--- config.mk ---
export PLATFORM = sky130hd
export DESIGN_NAME = pwb_top
export DESIGN_NICKNAME = d
export VERILOG_FILES = /design/src/rtl/pwb_pkg.sv /design/src/rtl/pwb_ctrl.sv /design/src/rtl/pwb_data.sv /design/src/rtl/pwb_top.sv
export SDC_FILE = /design/constraint.sdc
export NUM_CORES = 1
export LEC_CHECK = 0
export CORE_UTILIZATION = 40
export CTS_BUF_LIST = sky130_fd_sc_hd__clkbuf_4
export CTS_CLUSTER_SIZE = 25
export DETAILED_ROUTE_END_ITERATION = 8
export GPL_TIMING_DRIVEN = 0
export PLACE_DENSITY = 0.68
export SLEW_MARGIN = 15
export SYNTH_ARGS = -nofsm -noshare
export SYNTH_HDL_FRONTEND = slang
export SYNTH_SLANG_ARGS = --single-unit
--- constraint.sdc ---
create_clock -name clk -period 4.5 [get_ports clk]
set_input_delay 0.45 -clock clk [delete_from_list [all_inputs] [get_ports clk]]
set_output_delay 0.45 -clock clk [all_outputs]
set_load 0.02 [all_outputs]
--- src/rtl/pwb_pkg.sv ---
package pwb_pkg;
  // strobes from control to datapath
  typedef struct packed {
    logic store;   // write wrData into the addressed slot
    logic clear;   // refill all slots with the erased value
    logic commit;  // issue the line to the array
  } pwbStrobe_t;
endpackage

--- src/rtl/pwb_ctrl.sv ---
module pwb_ctrl
  import pwb_pkg::*;
#(
  parameter int ADDR_W      = 16,
  parameter int WORDS       = 8,
  parameter int PROG_CYCLES = 64
) (
  input  logic                       clk,
  input  logic                       rstN,
  input  logic                       progEn,
  input  logic                       forceWr,
  input  logic                       wrValid,
  input  logic [ADDR_W-1:0]          wrAddr,
  output pwbStrobe_t                 strobe,
  output logic [$clog2(WORDS)-1:0]   slotIdx,
  output logic [ADDR_W-$clog2(WORDS)-1:0] commitLine,
  output logic                       wrStall,
  output logic                       busy,
  output logic                       seqErr,
  output logic                       incErr
);
  localparam int IDX_W  = $clog2(WORDS);
  localparam int LINE_W = ADDR_W - IDX_W;
  localparam int CNT_W  = $clog2(PROG_CYCLES + 1);

  logic [WORDS-1:0]  maskQ, nextMask;
  logic [LINE_W-1:0] lineTag, writeLine;
  logic [CNT_W-1:0]  cntQ;
  logic accept, lineMiss, seqHit, incHit, storeHit, forceGo, commitGo;

  assign busy      = cntQ != '0;
  assign wrStall   = wrValid && busy;
  assign accept    = wrValid && !busy;
  assign writeLine = wrAddr[ADDR_W-1:IDX_W];
  assign slotIdx   = wrAddr[IDX_W-1:0];
  assign lineMiss  = (|maskQ) && (writeLine != lineTag);

  assign seqHit   = accept && !progEn;
  assign incHit   = accept && progEn && lineMiss;
  assign storeHit = accept && progEn && !lineMiss;
  assign nextMask = maskQ | (storeHit ? (WORDS'(1) << slotIdx) : '0);
  assign forceGo  = forceWr && progEn && !busy && (|nextMask) && !incHit;
  assign commitGo = (storeHit && (&nextMask)) || forceGo;

  assign strobe.store  = storeHit;
  assign strobe.clear  = commitGo || incHit;
  assign strobe.commit = commitGo;
  assign commitLine    = storeHit ? writeLine : lineTag;

  always_ff @(posedge clk or negedge rstN) begin
    if (!rstN) begin
      maskQ   <= '0;
      lineTag <= '0;
      cntQ    <= '0;
      seqErr  <= 1'b0;
      incErr  <= 1'b0;
    end else begin
      maskQ  <= strobe.clear ? '0 : nextMask;
      if (storeHit) lineTag <= writeLine;
      if (commitGo)  cntQ <= CNT_W'(PROG_CYCLES);
      else if (busy) cntQ <= cntQ - CNT_W'(1);
      seqErr <= seqHit;
      incErr <= incHit;
    end
  end


  idle_buffer_while_busy_chk: assert property (@(posedge clk) disable iff (!rstN)
    busy |-> maskQ == '0);

  discard_on_inc_chk: assert property (@(posedge clk) disable iff (!rstN)
    incErr |-> maskQ == '0);

  single_error_kind_chk: assert property (@(posedge clk) disable iff (!rstN)
    !(seqErr && incErr));

  countdown_bound_chk: assert property (@(posedge clk) disable iff (!rstN)
    cntQ <= CNT_W'(PROG_CYCLES));
endmodule

--- src/rtl/pwb_data.sv ---
module pwb_data
  import pwb_pkg::*;
#(
  parameter int ADDR_W = 16,
  parameter int WORDS  = 8,
  parameter int WORD_W = 32
) (
  input  logic                            clk,
  input  logic                            rstN,
  input  pwbStrobe_t                      strobe,
  input  logic [$clog2(WORDS)-1:0]        slotIdx,
  input  logic [WORD_W-1:0]               wrData,
  input  logic [ADDR_W-$clog2(WORDS)-1:0] commitLine,
  output logic                            arrayReq,
  output logic [ADDR_W-$clog2(WORDS)-1:0] arrayLine,
  output logic [WORDS*WORD_W-1:0]         arrayData
);
  localparam int IDX_W = $clog2(WORDS);

  logic [WORDS-1:0][WORD_W-1:0] slotQ, slotNext;

  for (genvar g = 0; g < WORDS; g++) begin : g_slot
    assign slotNext[g] = (strobe.store && slotIdx == IDX_W'(g)) ? wrData : slotQ[g];
  end

  always_ff @(posedge clk or negedge rstN) begin
    if (!rstN) begin
      slotQ     <= '1;
      arrayReq  <= 1'b0;
      arrayLine <= '0;
      arrayData <= '0;
    end else begin
      slotQ    <= strobe.clear ? '1 : slotNext;
      arrayReq <= strobe.commit;
      if (strobe.commit) begin
        arrayLine <= commitLine;
        arrayData <= slotNext;
      end
    end
  end


  req_single_pulse_chk: assert property (@(posedge clk) disable iff (!rstN)
    arrayReq |=> !arrayReq);
endmodule

--- src/rtl/pwb_top.sv ---
module pwb_top
  import pwb_pkg::*;
#(
  parameter int ADDR_W      = 16,
  parameter int WORDS       = 8,
  parameter int WORD_W      = 32,
  parameter int PROG_CYCLES = 64
) (
  input  logic                            clk,
  input  logic                            rstN,
  input  logic                            progEn,
  input  logic                            forceWr,
  input  logic                            wrValid,
  input  logic [ADDR_W-1:0]               wrAddr,
  input  logic [WORD_W-1:0]               wrData,
  output logic                            wrStall,
  output logic                            busy,
  output logic                            seqErr,
  output logic                            incErr,
  output logic                            arrayReq,
  output logic [ADDR_W-$clog2(WORDS)-1:0] arrayLine,
  output logic [WORDS*WORD_W-1:0]         arrayData
);
  localparam int IDX_W  = $clog2(WORDS);
  localparam int LINE_W = ADDR_W - IDX_W;

  pwbStrobe_t        strobe;
  logic [IDX_W-1:0]  slotIdx;
  logic [LINE_W-1:0] commitLine;

  pwb_ctrl #(.ADDR_W(ADDR_W), .WORDS(WORDS), .PROG_CYCLES(PROG_CYCLES)) u_ctrl (
    .clk(clk), .rstN(rstN), .progEn(progEn), .forceWr(forceWr),
    .wrValid(wrValid), .wrAddr(wrAddr), .strobe(strobe), .slotIdx(slotIdx),
    .commitLine(commitLine), .wrStall(wrStall), .busy(busy),
    .seqErr(seqErr), .incErr(incErr));

  pwb_data #(.ADDR_W(ADDR_W), .WORDS(WORDS), .WORD_W(WORD_W)) u_data (
    .clk(clk), .rstN(rstN), .strobe(strobe), .slotIdx(slotIdx),
    .wrData(wrData), .commitLine(commitLine), .arrayReq(arrayReq),
    .arrayLine(arrayLine), .arrayData(arrayData));


  req_implies_busy_chk: assert property (@(posedge clk) disable iff (!rstN)
    arrayReq |-> busy);

  seq_err_no_commit_chk: assert property (@(posedge clk) disable iff (!rstN)
    seqErr |-> !arrayReq);
endmodule

# Word-level counts from Yosys, hierarchy flattened
# Index checks and enable logic that the tools add are counted.
[word_totals]
regBits = 556
out_inout_bits = 274
wordCells = 73
[op_classes]
n_addsub = 1
eq_ne = 8
shift = 1
n_mux = 14
bitwise_logic = 1
reduce_logical = 32
[op_table]
columns = ["cell", "count"]
rows = [
  ["2-to-1 mux 256 bit", 1],
  ["2-to-1 mux 32 bit", 8],
  ["logical AND 1 bit", 20],
  ["2-to-1 mux 8 bit", 2],
  ["OR reduction 8 bit", 2],
  ["2-to-1 mux 7 bit", 2],
  ["2-to-1 mux 13 bit", 1],
  ["!= test 13 bit", 1],
  ["== test 3 bit (second input constant)", 4],
  ["bitwise OR 8 bit", 1],
  ["AND reduction 8 bit", 1],
  ["<< shifter 1 x 3 -> 8 bit (first input constant)", 1],
  ["nonzero test 7 bit", 1],
  ["subtractor 7 x 1 -> 7 bit (second input constant)", 1],
  ["== test 3 x 2 -> 1 bit (second input constant)", 2],
  ["logical NOT 1 bit", 4],
  ["== test 3 x 1 -> 1 bit (second input constant)", 1],
  ["logical NOT 3 bit", 1],
  ["logical OR 1 bit", 2],
  ["nonzero test 2 bit", 1],
]

# Longest topological paths before layout
# Gate-level depths: netlist (run 1).
[depth]
ltp_word = 13
ltp_mapped = 11

# Cells and area by module
# Synthesis (run 1) repeated with hierarchy kept, for this count alone.
[hier_totals]
cells_unflattened = 1869
area_unflattened_um2 = 22494.1
[by_module_without_submodules]
columns = ["mod", "n_inst", "cells_per_inst", "area_each_um2"]
rows = [
  ["pwb_data", 1, 1720, 20838.7],
  ["pwb_ctrl", 1, 149, 1655.3],
]

# Least setup slack after synthesis (run 1)
# OpenSTA, ideal clock, no wires.
[synth_path]
path_kind = "reg2reg"
from = "register u_ctrl.cntQ[0]"
to = "register u_data.arrayLine[10]"
arrival_time_ps = 2541
slack_ps = 1835
path_stages_with_launch = 10
path_cell_list = "dfrtp_1 -> inv_1 -> ha_1 -> and4b_1 -> nand2_1 -> nor3_1 -> a32oi_1 -> clkbuf_1 -> mux2_2 -> mux2_2"
[synth_between]
elab_cells_between_ends = 17
[synth_rtl]
columns = ["item", "line_no", "source"]
rows = [
  ["start, declared", "pwb_ctrl.sv:28", "logic [CNT_W-1:0] cntQ;"],
  ["start signal, assigned", "pwb_ctrl.sv:60", "if (commitGo) cntQ <= CNT_W'(PROG_CYCLES);"],
  ["start signal, assigned", "pwb_ctrl.sv:61", "else if (busy) cntQ <= cntQ - CNT_W'(1);"],
  ["nonzero test 7 bit", "pwb_ctrl.sv:31", "assign busy = cntQ != '0;"],
  ["logical NOT 1 bit", "pwb_ctrl.sv:33", "assign accept = wrValid && !busy;"],
  ["logical AND 1 bit", "pwb_ctrl.sv:33", ""],
  ["logical AND 1 bit (2 in series)", "pwb_ctrl.sv:40", "assign storeHit = accept && progEn && !lineMiss;"],
  ["2-to-1 mux 13 bit", "pwb_ctrl.sv:48", "assign commitLine = storeHit ? writeLine : lineTag;"],
  ["net commitLine[10]", "pwb_top.sv:29", "logic [LINE_W-1:0] commitLine;"],
  ["end signal, assigned", "pwb_data.sv:36", "arrayLine <= commitLine;"],
  ["end, declared", "pwb_data.sv:15", "output logic [ADDR_W-$clog2(WORDS)-1:0] arrayLine,"],
]
# The timed path passes the listed nets, and every way through them passes these cells.
# A chain may end at the register's enable or synchronous reset.

# Final worst setup path (run 1)
[layout_path]
from = "register u_ctrl.cntQ[0]"
to = "register u_data.slotQ[112] in the netlist's numbering"
[layout_between]
elab_chain_len = 13
elab_cells_between_ends = 20
[layout_lines]
columns = ["item", "line_no", "source"]
rows = [
  ["nonzero test 7 bit *", "pwb_ctrl.sv:31", ""],
  ["logical NOT 1 bit *", "pwb_ctrl.sv:33, pwb_ctrl.sv:42", ""],
  ["logical AND 1 bit", "pwb_ctrl.sv:33", ""],
  ["logical AND 1 bit", "pwb_ctrl.sv:39, pwb_ctrl.sv:40", ""],
  ["logical AND 1 bit", "pwb_ctrl.sv:40", ""],
  ["2-to-1 mux 8 bit", "pwb_ctrl.sv:41", "assign nextMask = maskQ | (storeHit ? (WORDS'(1) << slotIdx) : '0);"],
  ["bitwise OR 8 bit", "pwb_ctrl.sv:41", ""],
  ["OR reduction 8 bit", "pwb_ctrl.sv:42", "assign forceGo = forceWr && progEn && !busy && (|nextMask) && !incHit;"],
  ["logical AND 1 bit (2 in series)", "pwb_ctrl.sv:42", ""],
  ["logical OR 1 bit", "pwb_ctrl.sv:43", "assign commitGo = (storeHit && (&nextMask)) || forceGo;"],
  ["logical OR 1 bit", "pwb_ctrl.sv:46", "assign strobe.clear = commitGo || incHit;"],
  ["2-to-1 mux 256 bit *", "pwb_data.sv:33", "slotQ <= strobe.clear ? '1 : slotNext;"],
  ["end signal, assigned", "pwb_data.sv:33", ""],
  ["end, declared", "pwb_data.sv:20", "logic [WORDS-1:0][WORD_W-1:0] slotQ, slotNext;"],
]
# Mark *: on every way between the ends. The rest lies on a longest branch, timed or not.

==> run summary, run 1 <==
The run finished with clean final reports. The tools report the vias after detailed routing as 16400. The final cell count without fillers was 3266.

Ranked by total cell area, the synthesized netlist is headed by dfrtp_1 33%, dfstp_2 30%, mux2i_1 13%. The worst hold-check slack was 0.0728 ns; the final-layout fill cell count was 5047. The number of buffers created by CTS came out at 147. For the final database, setup skew stands at 0.0605 ns. By count the netlist is led by 300 x dfrtp_1, 289 x mux2i_1, 267 x nand2_1.

In this design, the stage delay of the slowest critical-path cell is 0.75 ns. The worst slew margin relative to its limit was 0.340; the buffers plus inverters on the worst setup path was 4. The sum of overflow across all layers after global routing is 0, and the fraction of layout instances using a drive strength above 1 is 0.240. For the storage element area, the log shows 14200 um2. The horizontal die dimension is 241 um. After the last flow step, the layout net total stands at 2438. The later-pin clock latency in the skew report is 1.02 ns. The tools report the total half-perimeter wirelength after legalization and detailed placement as 49.4 mm.

The final period utilization was 0.838. The clock-pin transition on the worst setup and hold timing paths came out at 0.07 ns. The routed length per placed instance is 20.9 um. In this run the critical register-to-register path is launched from u_ctrl.cntQ[0].

The register bit total from synthesis was 556; the number of placed I/O pins was 327. In this run the worst setup path begins at u_ctrl.cntQ[0]. The share of synthesized registers carrying an async set or reset works out to 1.00.

The slew at the pin closest to its max-slew limit was 0.984 ns; the maximum buffer depth of the clock tree was 3. The library cell with the highest instance count after synthesis is dfrtp_1. The smallest clock period supported by the final layout is computed as 3.77 ns. In this run the remaining antenna-violating nets after routing total 0. The worst min-delay path category was input port to asynchronous set/reset pin.

The tools report the number of global-route vias before repair as 17100. Combinational cell fraction of total power: 0.029. The die covers 58000 um2. The standard cell with the maximum stage delay on the critical path is clkbuf_1. The tools report the number of levels the H-tree was split into as 4. The setup path with the least slack is of type register to register. The hold buffer count at cts is 1, and the top cell type's share of synthesized area is 0.329. In this run the worst path has a maximum fanout of 10.

The initial standard-cell utilization of the core was 0.404; the final-report hold violation count was 0. TritonCTS built the clock tree. For the data required time at the worst endpoint, the log shows 5.35 ns.

Counting every sink on the clock net gives 556. The category of cells accounting for the largest share of critical-path delay was buffers and inverters. The count of buffers added on input and output ports is 326. The internal portion of the total power is 7610 uW. For the core outline area, the log shows 56400 um2.

The tools report the utilization of the core after routing as 0.518. Yosys mapped a number of flops with a built-in enable equal to 0. The largest net degree at the start of global routing was 111. Setup repair after global routing left no endpoint under its margin.

Before antenna repair, the detailed router went through 7 iterations. The post-synthesis instance total was 1902; the number of antenna violations at the first check in global routing was 4. The synthesized netlist contains 51 unique library cells. IR analysis of the VDD net gives a maximum drop of 0.000204 V.

Counting every net in the synthesized netlist gives 1957. Walking the worst path, the cells encountered are inv_1 -> ha_1 -> and4b_1 -> and2_1 -> clkbuf_1 -> a32oi_1 -> o22a_1 -> clkbuf_1 -> clkbuf_1 -> nand2_1. The run gives 0.501 as the share of total power in sequential cells.

DRC violation total after the first TritonRoute iteration: 1329. In this run the post-CTS setup repair buffer count came out at 0. The area growth from synthesis to layout was 28.0%. Using the TritonRoute via totals, the vias-per-cell ratio works out to 5.03. The die is 241 um tall. The worst setup path is captured at a register. Dividing total power by cell area gives a power density of 343 nW/um2.

The tools report the kind of start point of the critical path as a register. The global-route wire length before repair was 102 mm; the number of pins exceeding their max-slew limit in the final report was 0. Max-cap violations in this run came to 0. The total routing usage reported by global routing is 0.240.

dfrtp_1 takes more of the synthesized area than any other cell. In this run, post-CTS repair resized a total of 0 instances. Counting stages on the worst path, the most repeated cell is clkbuf_1. Setup violations remaining at the end of the flow were counted as 0. The synthesized cell area was 22800 um2; the post-detailed-route DRC marker count was 0. The proportion of synthesized chip area in sequential cells was 0.624. A synthesized cell averages 12.0 um2. The final layout contains routed wiring with a total length of 68.3 mm.

Routability-driven placement finished with a final weighted congestion of 0.861. The clock group share of total power was 0.470. For the data arrival time at the worst-slack endpoint, the log shows 4.62 ns.

The logs give 265 MHz for the fmax and 2390 uW for the total net switching power. The number of warning messages in the yosys log is 0, and the multi-input combinational cell area is 7010 um2. The tools report the clock tree root buffer cell as clkbuf_4.

Number of placed cells counting well taps: 2989. Switching power as a share of total power: 0.239. The dominant synthesized flop cell was dfrtp_1. The tools report the leakage power total as 0.0141 uW. The run gives 87 as the row count.
-- metal layers --
layer	share of wire	global-route usage
met3	0.072	0.0686
met1	0.43	0.314
met4	0.033	0.104
met2	0.46	0.373
met5	0.00019	0
-- stage by stage --
step / worst slack [ns] / TNS [ns] / total power, uW / instance area, um2
2_1_floorplan: 1.83 / 0 / 5150 / 22800
3_3_place_gp: -20.39 / -9508.59 / 5360 / 27000
3_5_place_dp: 0.382 / 0 / 5390 / 27200
4_1_cts: 0.774 / 0 / 10100 / 29200
5_1_grt: 0.507 / 0 / 10400 / 29200
6_report: 0.729 / 0 / 10000 / 29200
-- cell families (layout without fill, tap and decap cells) --
kind of cell,Yosys count,in the layout,synth area share
fa+ha+maj,2,2,0.00110
compound gates,260,260,0.0875
simple gates,368,368,0.0721
buf+inv,384,987,0.0687
flops,556,556,0.624
xor+xnor,17,17,0.00653
mux,315,315,0.140
other cells,0,5,0
-- registers in the layout, summed over array words and instances, names as in the netlist --
register and flops:
u_ctrl.incErr 1, u_data.slotQ 256, u_ctrl.seqErr 1, u_ctrl.lineTag 13, u_ctrl.cntQ 7, u_data.arrayLine 13
u_data.arrayData 256, u_ctrl.maskQ 8, u_data.arrayReq 1
-- area by class of cell --
type | count | area share
Multi-Input combinational cell | 962 | 0.240
Clock buffer | 239 | 0.0615
Timing Repair Buffer | 332 | 0.117
Clock inverter | 32 | 0.00712
Antenna cell | 5 | 0.000429
Buffer | 119 | 0.0196
Sequential cell | 556 | 0.488
Tap cell | 756 | 0.0324
Inverter | 265 | 0.0341
-- power groups by stage --
| stage | clock (uW) | combinational, uW | sequential (uW) |
|---|---|---|---|
| 2_1_floorplan | 0 | 58.0 | 5090 |
| 3_3_place_gp | 0 | 270 | 5090 |
| 3_5_place_dp | 0 | 292 | 5090 |
| 4_1_cts | 4820 | 294 | 5010 |
| 5_1_grt | 5110 | 314 | 5010 |
| 6_report | 4700 | 289 | 5010 |
-- cell usage in the layout (no fill, tap or decap), types with 35 or more instances in the layout --
| cell | instances |
|---|---|
| clkbuf_1 | 67 |
| nand2_1 | 267 |
| dfstp_2 | 256 |
| inv_1 | 265 |
| and2_1 | 37 |
| mux2i_1 | 289 |
| a22oi_1 | 224 |
| clkbuf_4 | 239 |
| dfrtp_1 | 300 |
| clkdlybuf4s50_1 | 325 |
| nor2b_1 | 35 |
-- worst reg2reg max path, stage by stage (launching register included) --
cell and delay (ns):
dfrtp_1 0.34, inv_1 0.08, ha_1 0.22, and4b_1 0.22, and2_1 0.18, clkbuf_1 0.26, a32oi_1 0.55, o22a_1 0.33
clkbuf_1 0.75, clkbuf_1 0.59, nand2_1 0.14
-- path summary, 6_finish.rpt --
check                                             end  slack [ns]  depth (start not counted)
min in group clk                        u_ctrl.seqErr        0.12                          2
worst max-delay path                u_data.slotQ[112]        0.73                         10
worst min register to register         u_ctrl.cntQ[5]        0.49                          1
max in group asynchronous           u_data.slotQ[221]        2.62                          5
worst min-delay path            u_data.arrayData[134]        0.07                          2
worst max register to register      u_data.slotQ[112]        0.73                         10
Power figures use the tool's default switching activity.
==> inputs of run 2 (changes only) <==
--- a/config.mk
+++ b/config.mk
@@ -10,7 +10,7 @@
 export CTS_CLUSTER_SIZE = 25
 export DETAILED_ROUTE_END_ITERATION = 8
 export GPL_TIMING_DRIVEN = 0
-export PLACE_DENSITY = 0.68
+export PLACE_DENSITY = 0.7
 export SLEW_MARGIN = 15
 export SYNTH_ARGS = -nofsm -noshare
 export SYNTH_HDL_FRONTEND = slang
==> constraint.sdc (replaced) <==
create_clock -name clk -period 3.2 [get_ports clk]
set_input_delay 0.32 -clock clk [delete_from_list [all_inputs] [get_ports clk]]
set_output_delay 0.32 -clock clk [all_outputs]
set_load 0.02 [all_outputs]
==> run 2 against run 1 <==
Net effect:
- sequential power increased by 41%
- sequential share of layout area down 0.61 points
- final area grew 1.3%
- critical path depth down 2
- power up 39%
- via count is 1.9% higher
- largest cell class unchanged
==> run summary, run 2 (synthesized netlist as in run 1, its figures left out) <==
Count of nets left with antenna violations after detail routing: 0 (unchanged). The number of placed I/O pins was 327 (unchanged). The start-to-end type of the worst setup path is register to register (unchanged). The combinational cell fraction of total power is 0.031 (was 0.029). The tools report the worst flop-to-flop path startpoint as u_ctrl.lineTag[7] (was u_ctrl.cntQ[0]).

Most frequent cells in the layout: 323 x clkdlybuf4s50_1, 300 x dfrtp_1, 289 x mux2i_1, 267 x nand2_1, 265 x inv_1 (was 325 x clkdlybuf4s50_1, 300 x dfrtp_1, 289 x mux2i_1, 267 x nand2_1, 265 x inv_1). For the global placer's final weighted congestion, the log shows 0.869 (was 0.861). Endpoint type of the worst setup path: a register (unchanged).

For the slack of the worst reg-to-reg path, the log shows 0.11 ns (was 0.73 ns). The number of optimization iterations in the first detailed-route pass came out at 7 (unchanged). For the vias after detailed routing, the log shows 16800 (was 16400).

The core outline area came out at 56400 um2 (unchanged). The post-detailed-route DRC marker count was 0 (unchanged); the overall die area was 58000 um2 (unchanged). The internal portion of total power was 10600 uW (was 7610 uW); the number of cells traversed by the worst register-to-register path was 8 (was 10). The worst-case vdd ir drop is 0.000313 V (was 0.000204 V).

Setup violation total in the final timing report: 0 (unchanged). The area growth from synthesis to layout was 29.6% (was 28.0%); the final non-filler cell area was 29500 um2 (was 29200 um2). Kind of start point of the critical path: a register (unchanged). Crit-path cells: xnor2_1 -> nand4_1 -> or4_1 -> buf_6 -> a211oi_2 -> buf_2 -> a22oi_1 -> mux2i_1 (was inv_1 -> ha_1 -> and4b_1 -> and2_1 -> clkbuf_1 -> a32oi_1 -> o22a_1 -> clkbuf_1 -> clkbuf_1 -> nand2_1). Total net switching power: 3330 uW (was 2390 uW). The buffers plus inverters on the worst setup path works out to 2 (was 4). The tools report the final critical-path setup slack as 0.109 ns (was 0.729 ns). Share of total power in sequential cells: 0.507 (was 0.501). The run gives 3.95 ns (was 4.62 ns) as the data arrival time at the worst-slack endpoint. The number of pins exceeding their max-slew limit in the final report was 0 (unchanged). The number of global-route vias before repair is 17300 (was 17100). The largest net degree at the start of global routing was 111 (unchanged); the number of vias per cell was 5.10 (was 5.03).

Setup repair after global routing left no endpoint under its margin. The last element of the critical path was u_data.arrayData[84] (was u_data.slotQ[112]). The worst slew margin relative to its limit is 0.469 (was 0.340).

Most common library cell in the layout ignoring fill and taps: clkdlybuf4s50_1 (unchanged). The tools report the placement-stage worst setup slack as -0.833 ns (was 0.382 ns). The slew at the pin closest to its max-slew limit works out to 0.795 ns (was 0.984 ns). The endpoint of the worst register-to-register path was u_data.arrayData[84] (was u_data.slotQ[112]). The flow ran to the end, and the final reports show no timing, DRC or antenna violations. The tools report the number of max-capacitance violations reported as 0 (unchanged). The run gives 0.404 (unchanged) as the initial standard-cell utilization of the core. The maximum net fanout on the critical path is 10 (unchanged), and the leakage power total is 0.0142 uW (was 0.0141 uW). Largest regs: u_data.arrayData x256, u_data.slotQ x256 (unchanged). The number of clock sinks is 556 (unchanged), and the utilization of the core after routing is 0.524 (was 0.518).

The run gives 1172 (was 1329) as the DRC violation total after the first TritonRoute iteration. The y dimension of the die was 241 um (unchanged). The tools report the clock tree root buffer cell as clkbuf_4 (unchanged). The number of buffers created by CTS was 145 (was 147).

The data required time at the worst endpoint came out at 4.06 ns (was 5.35 ns). The final period utilization came out at 0.966 (was 0.838). Final-report hold violation count: 0 (unchanged).

The longest individual stage delay on the worst path is 0.60 ns (was 0.75 ns). The total stage count of the critical path is 8 (was 10). The run gives 87 (unchanged) as the row count.

The run gives 0.0700 ns (was 0.0605 ns) as the worst clock skew on the final layout. The category of cells accounting for the largest share of critical-path delay is simple AND/OR/NAND/NOR gates (was buffers and inverters). The fraction of layout instances using a drive strength above 1 is 0.250 (was 0.240). Worst min-delay path category: input port to register (was input port to asynchronous set/reset pin).

The number of input and output port buffers inserted works out to 326 (unchanged). TritonCTS built the clock tree. The number of antenna violations at the first check in global routing was 2 (was 4). The maximum buffer depth of the clock tree came out at 3 (unchanged).

Standard cell with the maximum stage delay on the critical path: or4_1 (was clkbuf_1). The logs give 0.97 ns (was 1.02 ns) for the later-pin clock latency in the skew report and 0 (unchanged) for the sum of overflow across all layers after global routing. The horizontal die dimension works out to 241 um (unchanged).

The total routing usage reported by global routing was 0.241 (was 0.240); the switching power as a share of total power was 0.239 (about the same). The total placed instance area came out at 27200 um2 (unchanged). The run gives 2461 (was 2438) as the net count of the finished layout. The run gives 0.462 (was 0.470) as the clock group share of total power. The tools report the total half-perimeter wirelength after legalization and detailed placement as 49.5 mm (was 49.4 mm). The routed length per placed instance was 20.8 um (was 20.9 um); the final wirelength was 68.3 mm (about the same). The shortest period the worst path allows came out at 3.09 ns (was 3.77 ns). The power per cell area was 470 nW/um2 (was 343 nW/um2). The global-route wire length before repair came out at 103 mm (was 102 mm). The tools report the fmax as 324 MHz (was 265 MHz). The number of levels the H-tree was split into is 4 (unchanged). The clock-pin transition on the worst setup and hold timing paths was 0.07 ns (about the same). The startpoint of the worst setup timing path is u_ctrl.lineTag[7] (was u_ctrl.cntQ[0]).
[run 2: cell types whose count changed in the layout (fill, tap and decap cells not counted), moves of 5 or more]
cell / previous run / this run
clkbuf_1: 67 / 40
clkbuf_2: 0 / 25
dlygate4sd3_1: 1 / 18
clkbuf_4: 239 / 227
clkinv_1: 16 / 27
buf_6: 4 / 11
buf_2: 33 / 28
[run 2: worst min-delay path by stage]
stage | startpoint | end | slack, ns | cells past startpoint
floorplan | rstN | u_ctrl.cntQ[0] | 0.02 | 0
global placement | u_ctrl.cntQ[5] | u_ctrl.cntQ[5] | 0.48 | 1
detailed placement | rstN | u_data.arrayData[137] | 0.32 | 1
CTS | wrData[24] | u_data.slotQ[216] | 0.01 | 3
global route | wrData[24] | u_data.slotQ[216] | 0.07 | 3
finish | wrData[24] | u_data.slotQ[216] | 0.15 | 3
[run 2: cell type report]
| class | count | area [um2] |
|---|---|---|
| clock inverters | 44 | 258 |
| well taps | 756 | 946 |
| multi-input cells | 962 | 7070 |
| plain buffers | 118 | 648 |
| fillers | 4985 | 26800 |
| clock buffers | 226 | 1700 |
| flip-flops and latches | 556 | 14200 |
| inverters | 265 | 995 |
| diodes | 1 | 2.50 |
| repair buffers | 358 | 3700 |
[run 2: power groups by stage]
stage	clock network, uW	registers [uW]	logic (uW)
after floorplan	0	7160	81.6
after global placement	0	7160	377
after detailed placement	0	7160	409
after CTS	6630	7040	433
after global routing	7020	7040	466
final	6430	7040	428
[run 2: layer usage]
| layer | GRT usage | share of wire |
|---|---|---|
| met5 | 0 | 0 |
| met4 | 0.112 | 0.036 |
| met3 | 0.0722 | 0.075 |
| met2 | 0.374 | 0.47 |
| met1 | 0.310 | 0.42 |
[run 2: worst min-delay path: stages]
cell and delay, ns:
clkdlybuf4s50_1 0.55, mux2i_1 0.13, nand2_1 0.07
[run 2: repair_timing]
action / CTS / global route
hold buffers: 19 / 0
setup buffers: 3 / 5
pin swaps: 2 / 2
hold endpoints to repair: 188 / 0
gates resized for setup: 21 / 52
setup endpoints to repair: 448 / 336
[run 2: metrics by stage]
step                      cells  hold slack [ns]  total power, uW  setup TNS, ns
after CTS                  3280           0.0148            14100              0
after global routing       3286           0.0651            14500              0
after global placement     2984            0.478             7540              -
after floorplan            1902           0.0244             7250              0
after detailed placement   2989            0.316             7570        -296.58
final                      3286            0.147            13900              0
